==> config.mk <==
export PLATFORM = sky130hd
export DESIGN_NAME = gated_timer13
export DESIGN_NICKNAME = d
export VERILOG_FILES = /design/src/rtl/timer13_pkg.sv /design/src/rtl/timer13_sync.sv /design/src/rtl/timer13_ctrl.sv /design/src/rtl/timer13_datapath.sv /design/src/rtl/gated_timer13.sv
export SDC_FILE = /design/constraint.sdc
export NUM_CORES = 1
export LEC_CHECK = 0
export BUFFER_PORTS_ARGS = -buffer_cell sky130_fd_sc_hd__buf_2
export CAP_MARGIN = 20
export CORE_MARGIN = 10
export CORE_UTILIZATION = 56
export CTS_BUF_LIST = sky130_fd_sc_hd__clkbuf_8
export DETAILED_ROUTE_END_ITERATION = 12
export PLACE_DENSITY = 0.86
export SLEW_MARGIN = 20
export SYNTH_ARGS = -nofsm -noshare
export SYNTH_HDL_FRONTEND = slang
export SYNTH_HIERARCHICAL = 1
export SYNTH_SLANG_ARGS = --single-unit
==> constraint.sdc <==
create_clock -name clk -period 3.4 [get_ports clk]
set_clock_uncertainty 0.05 [all_clocks]
set_input_delay 0.17 -clock clk [delete_from_list [all_inputs] [get_ports clk]]
set_output_delay 0.17 -clock clk [all_outputs]
set_load 0.02 [all_outputs]
==> src/rtl/timer13_pkg.sv <==
package timer13_pkg;

  localparam int CTRL_W   = 4;
  localparam int FLAG_BIT = 4;

  // Control register layout, bit 3 down to bit 0.
  typedef struct packed {
    logic sysSel;   // 1: count every system clock (when not pin counting)
    logic pinSel;   // 1: count falling edges of the external pin
    logic gateOn;   // 1: require the gate pin high
    logic runOn;    // 1: timer running
  } ctrlBits_t;

  // Strobes from control to datapath.
  typedef struct packed {
    logic countStep;
    logic loadLow;
    logic loadHigh;
    logic flagWrite;
    logic flagValue;
  } strobe_t;

endpackage

==> src/rtl/timer13_sync.sv <==
module timer13_sync #(
  parameter int   STAGES  = 2,
  parameter logic RST_VAL = 1'b0
) (
  input  logic clk,
  input  logic rstN,
  input  logic din,
  output logic dout
);

  generate
    if (STAGES <= 1) begin : g_single
      logic stageQ;
      always_ff @(posedge clk) begin
        if (!rstN) stageQ <= RST_VAL;
        else       stageQ <= din;
      end
      assign dout = stageQ;
    end else begin : g_chain
      logic [STAGES-1:0] chainQ;
      always_ff @(posedge clk) begin
        if (!rstN) chainQ <= {STAGES{RST_VAL}};
        else       chainQ <= {chainQ[STAGES-2:0], din};
      end
      assign dout = chainQ[STAGES-1];
    end
  endgenerate

endmodule

==> src/rtl/timer13_ctrl.sv <==
module timer13_ctrl
  import timer13_pkg::*;
#(
  parameter int SYNC_STAGES = 2
) (
  input  logic              clk,
  input  logic              rstN,
  input  logic              cntPin,
  input  logic              gatePin,
  input  logic              preTick,
  input  logic              wrLowEn,
  input  logic              wrHighEn,
  input  logic              wrCtrlEn,
  input  logic [CTRL_W:0]   ctrlData,
  output ctrlBits_t         ctrlQ,
  output strobe_t           stb
);

  logic pinSync;
  logic gateSync;
  logic pinPrev;
  logic fallSeen;
  logic srcTick;
  logic runGate;

  timer13_sync #(.STAGES(SYNC_STAGES), .RST_VAL(1'b0)) u_pinSync (
    .clk (clk), .rstN(rstN), .din(cntPin), .dout(pinSync)
  );

  timer13_sync #(.STAGES(SYNC_STAGES), .RST_VAL(1'b0)) u_gateSync (
    .clk (clk), .rstN(rstN), .din(gatePin), .dout(gateSync)
  );

  always_ff @(posedge clk) begin
    if (!rstN) pinPrev <= 1'b0;
    else       pinPrev <= pinSync;
  end

  // Falling edge: was high last cycle, low now.
  assign fallSeen = pinPrev & ~pinSync;

  always_ff @(posedge clk) begin
    if (!rstN)         ctrlQ <= '0;
    else if (wrCtrlEn) ctrlQ <= ctrlBits_t'(ctrlData[CTRL_W-1:0]);
  end

  always_comb begin
    if (ctrlQ.pinSel)      srcTick = fallSeen;
    else if (ctrlQ.sysSel) srcTick = 1'b1;
    else                   srcTick = preTick;
  end

  assign runGate = ctrlQ.runOn & (~ctrlQ.gateOn | gateSync);

  always_comb begin
    stb.loadLow   = wrLowEn;
    stb.loadHigh  = wrHighEn;
    // A count-register write suppresses the step in that cycle.
    stb.countStep = runGate & srcTick & ~wrLowEn & ~wrHighEn;
    stb.flagWrite = wrCtrlEn;
    stb.flagValue = ctrlData[FLAG_BIT];
  end

endmodule

==> src/rtl/timer13_datapath.sv <==
module timer13_datapath
  import timer13_pkg::*;
#(
  parameter int LOW_W  = 5,
  parameter int HIGH_W = 8,
  parameter int REG_W  = 8
) (
  input  logic              clk,
  input  logic              rstN,
  input  strobe_t           stb,
  input  logic [REG_W-1:0]  wrData,
  output logic [REG_W-1:0]  lowQ,
  output logic [HIGH_W-1:0] highQ,
  output logic              flagQ
);

  logic [LOW_W-1:0]  lowField;
  logic [LOW_W-1:0]  lowFieldInc;
  logic [HIGH_W-1:0] highInc;
  logic              lowFull;
  logic              highFull;
  logic              wrapEvt;

  assign lowField    = lowQ[LOW_W-1:0];
  assign lowFieldInc = lowField + 1'b1;
  assign highInc     = highQ + 1'b1;
  assign lowFull     = &lowField;
  assign highFull    = &highQ;
  assign wrapEvt     = stb.countStep & lowFull & highFull;

  always_ff @(posedge clk) begin
    if (!rstN)              lowQ <= '0;
    else if (stb.loadLow)   lowQ <= wrData;
    else if (stb.countStep) lowQ[LOW_W-1:0] <= lowFieldInc;
  end

  always_ff @(posedge clk) begin
    if (!rstN)                         highQ <= '0;
    else if (stb.loadHigh)             highQ <= wrData[HIGH_W-1:0];
    else if (stb.countStep && lowFull) highQ <= highInc;
  end

  // Wrap sets the flag and wins over a software write in the same cycle.
  always_ff @(posedge clk) begin
    if (!rstN)              flagQ <= 1'b0;
    else if (wrapEvt)       flagQ <= 1'b1;
    else if (stb.flagWrite) flagQ <= stb.flagValue;
  end

endmodule

==> src/rtl/gated_timer13.sv <==
module gated_timer13
  import timer13_pkg::*;
#(
  parameter int LOW_W       = 5,
  parameter int HIGH_W      = 8,
  parameter int REG_W       = 8,
  parameter int SYNC_STAGES = 2
) (
  input  logic              clk,
  input  logic              rstN,
  input  logic              cntPin,
  input  logic              gatePin,
  input  logic              preTick,
  input  logic              wrLowEn,
  input  logic              wrHighEn,
  input  logic              wrCtrlEn,
  input  logic [REG_W-1:0]  wrData,
  output logic [REG_W-1:0]  countLow,
  output logic [HIGH_W-1:0] countHigh,
  output logic [CTRL_W-1:0] ctrlState,
  output logic              ovfIrq
);

  ctrlBits_t ctrlQ;
  strobe_t   stb;

  timer13_ctrl #(.SYNC_STAGES(SYNC_STAGES)) u_ctrl (
    .clk      (clk),
    .rstN     (rstN),
    .cntPin   (cntPin),
    .gatePin  (gatePin),
    .preTick  (preTick),
    .wrLowEn  (wrLowEn),
    .wrHighEn (wrHighEn),
    .wrCtrlEn (wrCtrlEn),
    .ctrlData (wrData[CTRL_W:0]),
    .ctrlQ    (ctrlQ),
    .stb      (stb)
  );

  timer13_datapath #(.LOW_W(LOW_W), .HIGH_W(HIGH_W), .REG_W(REG_W)) u_dp (
    .clk    (clk),
    .rstN   (rstN),
    .stb    (stb),
    .wrData (wrData),
    .lowQ   (countLow),
    .highQ  (countHigh),
    .flagQ  (ovfIrq)
  );

  assign ctrlState = ctrlQ;

endmodule

==> results.rst <==
.. list-table::
   :header-rows: 1

   * - Metric
     - Value
   * - Gp weighted congestion
     - 0.804
   * - Achievable clock frequency
     - 512 MHz
   * - Most common cell after layout, fill and taps aside
     - sky130_fd_sc_hd__buf_2
   * - Antenna-violating nets left
     - 0
   * - Pre-Repair DR Iteration Count
     - 4
   * - Quantity of I/O buffers inserted on ports
     - 36
   * - Area growth, synth to finish
     - 15.8%
   * - Die height
     - roughly 67 microns
   * - Clk sink count
     - 26
   * - Largest stage delay on the critical path
     - 440 ps
   * - Data required time at the worst endpoint
     - 3540 ps
   * - Worst Setup End Kind
     - register
   * - Most frequent cells in the layout
     - sky130_fd_sc_hd__buf_2 (36), sky130_fd_sc_hd__dfxtp_1 (26), sky130_fd_sc_hd__mux2i_1 (11), sky130_fd_sc_hd__nor2_1 (8), sky130_fd_sc_hd__o21ai_0 (8)
   * - Detailed Route Iter0 Violations
     - 41
   * - Area of the die
     - 4490 sq um
   * - Chip Width
     - 67.0 microns
   * - FF+latch count, synth
     - 26
   * - Family with the most delay on the worst path
     - simple AND/OR/NAND/NOR gates
   * - List of cells traversed by the critical path
     - nand2b_4 -> a21oi_1 -> and3_1 -> nand4_1 -> or4_1 -> a21oi_1
   * - Post-synthesis sequential area ratio
     - 0.421
   * - Number of antenna violations at the first check in global routing
     - 0
   * - Post_cts resized
     - 0
   * - Top cell type's share of synthesized area
     - 0.421
   * - Wire length after detailed routing
     - 2870 microns
   * - Relative slew slack
     - 0.733
   * - Synthesized area divided by synthesized cell count
     - 9.37 sq um
   * - Maximum root-to-sink buffer count
     - 2
   * - Via count of the first global-routing pass
     - about 1100
   * - Fraction of layout instances using a drive strength above 1
     - 0.272
   * - Number of buffers created by CTS
     - 3
   * - Total setup violations reported at the end of the flow
     - 0
   * - Period utilisation layout
     - 0.575
   * - Total count of max-transition violations in the final report
     - 0
   * - Number of hold buffers added after CTS
     - 0
   * - TritonCTS clock tree
     - yes
   * - Post-synthesis cell area
     - 1240 sq um
   * - Number of warnings reported in the yosys synthesis log
     - 6
   * - Dominant cells by area after synthesis
     - sky130_fd_sc_hd__dfxtp_1 (42%), sky130_fd_sc_hd__mux2i_1 (8.9%), sky130_fd_sc_hd__o21ai_0 (3.2%)
   * - Pwr per Cell Area
     - between 400 and 500 nW/um^2
   * - Instance count of the mapped netlist
     - approximately 130
   * - Antenna diode instance count
     - 0
   * - Tmin final
     - 1950 ps
   * - Lkg Pwr
     - 0.672 nW
   * - Critical Path Most Common Cell
     - sky130_fd_sc_hd__a21oi_1
   * - Level count of the clock H-tree
     - 1
   * - Crit path max fanout
     - 11
   * - Main flop type after synthesis
     - sky130_fd_sc_hd__dfxtp_1
   * - Number of top-level design ports
     - 37
   * - Insertion delay to the later sink of the worst-skew pair
     - 260 ps
   * - Library cell occupying the most area in the post-synthesis netlist
     - sky130_fd_sc_hd__dfxtp_1
   * - Number of enable flip-flop cells after synthesis
     - 0
   * - CORE AREA
     - 2020 sq um
   * - Share of synthesized registers carrying an async set or reset
     - 0
   * - Startpoint kind of the worst setup timing path
     - register
   * - Overflow left after global routing
     - 0
   * - Worst vdd rail ir drop
     - about 260 uV
   * - Clock input transition at the sequential cells of the worst setup and hold paths
     - about 80 ps
   * - FP Rows
     - 16
   * - Net count, final
     - 183
   * - Global-route wire length before repair
     - 4810 microns
   * - Total routing resource utilization after global routing
     - 0.133
   * - Critical path class
     - register to register
   * - Clock Tree Root
     - sky130_fd_sc_hd__clkbuf_8
   * - DPL Wire Length
     - 2310 microns
   * - Number of vias per cell after detailed routing
     - 5.61
   * - Worst-path cell with the longest stage delay
     - sky130_fd_sc_hd__or4_1
   * - Minimum setup slack among reg-to-reg paths
     - about 1400 ps
   * - Yosys cell types
     - 38
   * - Final hold violations
     - 0
   * - Number of nets produced by synthesis
     - 151
   * - MaxCap Viol Count
     - 0
   * - Status
     - finished, final reports clean
   * - Total power
     - ~0.6 mW
   * - Number of vias after detailed routing
     - 1060
   * - Post-detailed-route wirelength per cell
     - 15.2 microns
   * - Effective utilization at floorplan
     - 0.611
   * - Slew at the pin closest to its max-slew limit
     - ~400 ps
   * - Unrepaired setup endpoints after global routing
     - no
   * - Remaining routing DRC violations
     - 0
   * - Number of post-CTS setup repair buffers
     - 0
   * - Path type of the worst min-delay path
     - primary input to register
   * - Total Neg Setup Slack
     - 0 ps
   * - Arrival time reported for the critical path endpoint
     - 2090 ps
   * - Largest net degree at the start of global routing
     - 19
   * - Buffering stage count on the worst path with inverters included
     - 0
## worst paths after layout
path | start | end | cells past startpoint
worst max register to register | u_ctrl/u_pinSync/g_chain.chainQ[1] | u_dp/flagQ | 6
worst min register to register | u_ctrl/u_pinSync/g_chain.chainQ[0] | u_ctrl/u_pinSync/g_chain.chainQ[1] | 1
worst max-delay path | u_ctrl/u_pinSync/g_chain.chainQ[1] | u_dp/flagQ | 6
worst min-delay path | cntPin | u_ctrl/u_pinSync/g_chain.chainQ[0] | 2
## metrics by stage
step | instance area (sq um) | std cells | util | hold WS [ps] | setup WS [ps]
after floorplan | 1240 | 132 | - | 242 | 1550
after global placement | 1390 | 186 | 0.688 | 322 | 1560
after detailed placement | 1390 | 186 | 0.688 | 321 | 1500
after CTS | 1430 | 189 | 0.708 | 47.5 | 1490
after global routing | 1430 | 189 | 0.708 | 57.5 | 1260
final | 1430 | 189 | 0.708 | 51.0 | 1450
## registers in the layout, summed over array words and instances (netlist names)
signal                            cells
u_ctrl/ctrlQ                          4
u_ctrl/pinPrev                        1
u_dp/highQ                            8
u_dp/flagQ                            1
u_ctrl/u_pinSync/g_chain.chainQ       2
u_ctrl/u_gateSync/g_chain.chainQ      2
u_dp/lowQ                             8
## area by class of cell
| class | count | area [sq um] |
|---|---|---|
| well taps | 27 | 33.8 |
| inverters | 5 | 18.8 |
| fillers | 177 | 591 |
| multi-input cells | 92 | 637 |
| flip-flops and latches | 26 | 520 |
| repair buffers | 36 | 180 |
| clock buffers | 3 | 41.3 |
## per-layer routing
metal,global-route usage,wire [microns]
met5,0,0
met4,0.0513,17
met3,0.0401,218
met2,0.218,1410
met1,0.157,1230
## worst register-to-register path, stage by stage (launching register included)
cell	delay, ps
sky130_fd_sc_hd__dfxtp_1	310
sky130_fd_sc_hd__nand2b_4	120
sky130_fd_sc_hd__a21oi_1	130
sky130_fd_sc_hd__and3_1	420
sky130_fd_sc_hd__nand4_1	230
sky130_fd_sc_hd__or4_1	440
sky130_fd_sc_hd__a21oi_1	160
## report_power, final
part	leakage (nW)	switching [mW]	total [mW]	internal (mW)
registers	0.215	0.0160	0.339	0.323
logic	0.435	0.0574	0.0971	0.0397
clock network	0.0216	0.0840	0.163	0.0790
total	0.672	0.157	0.599	0.441
## kinds of logic after synthesis
logic type | count (synthesis) | share of synthesized area
DFF | 26 | 0.421
buffers and inverters | 14 | 0.0638
AOI/OAI and AO/OA | 23 | 0.117
xor gates and xnor gates | 4 | 0.0283
muxes | 13 | 0.107
and+or+nand+nor | 49 | 0.232
adders and majority gates | 3 | 0.0304
## cell usage after synthesis, drive strengths merged (2+ instances only)
library cell  instances
a211oi                2
a21oi                 4
inv                   4
clkbuf                3
mux2i                11
nor2                  8
nand3                 3
a31oi                 4
ha                    3
nor3                  3
nand4                 2
o21ai                 8
mux2                  2
xor2                  3
and3                  4
buf                   6
nor2b                 6
nand2b                2
or4                   2
nand2                 6
and2                  6
or3                   3
dfxtp                26
Note: power is estimated with default switching activity, not from simulation.
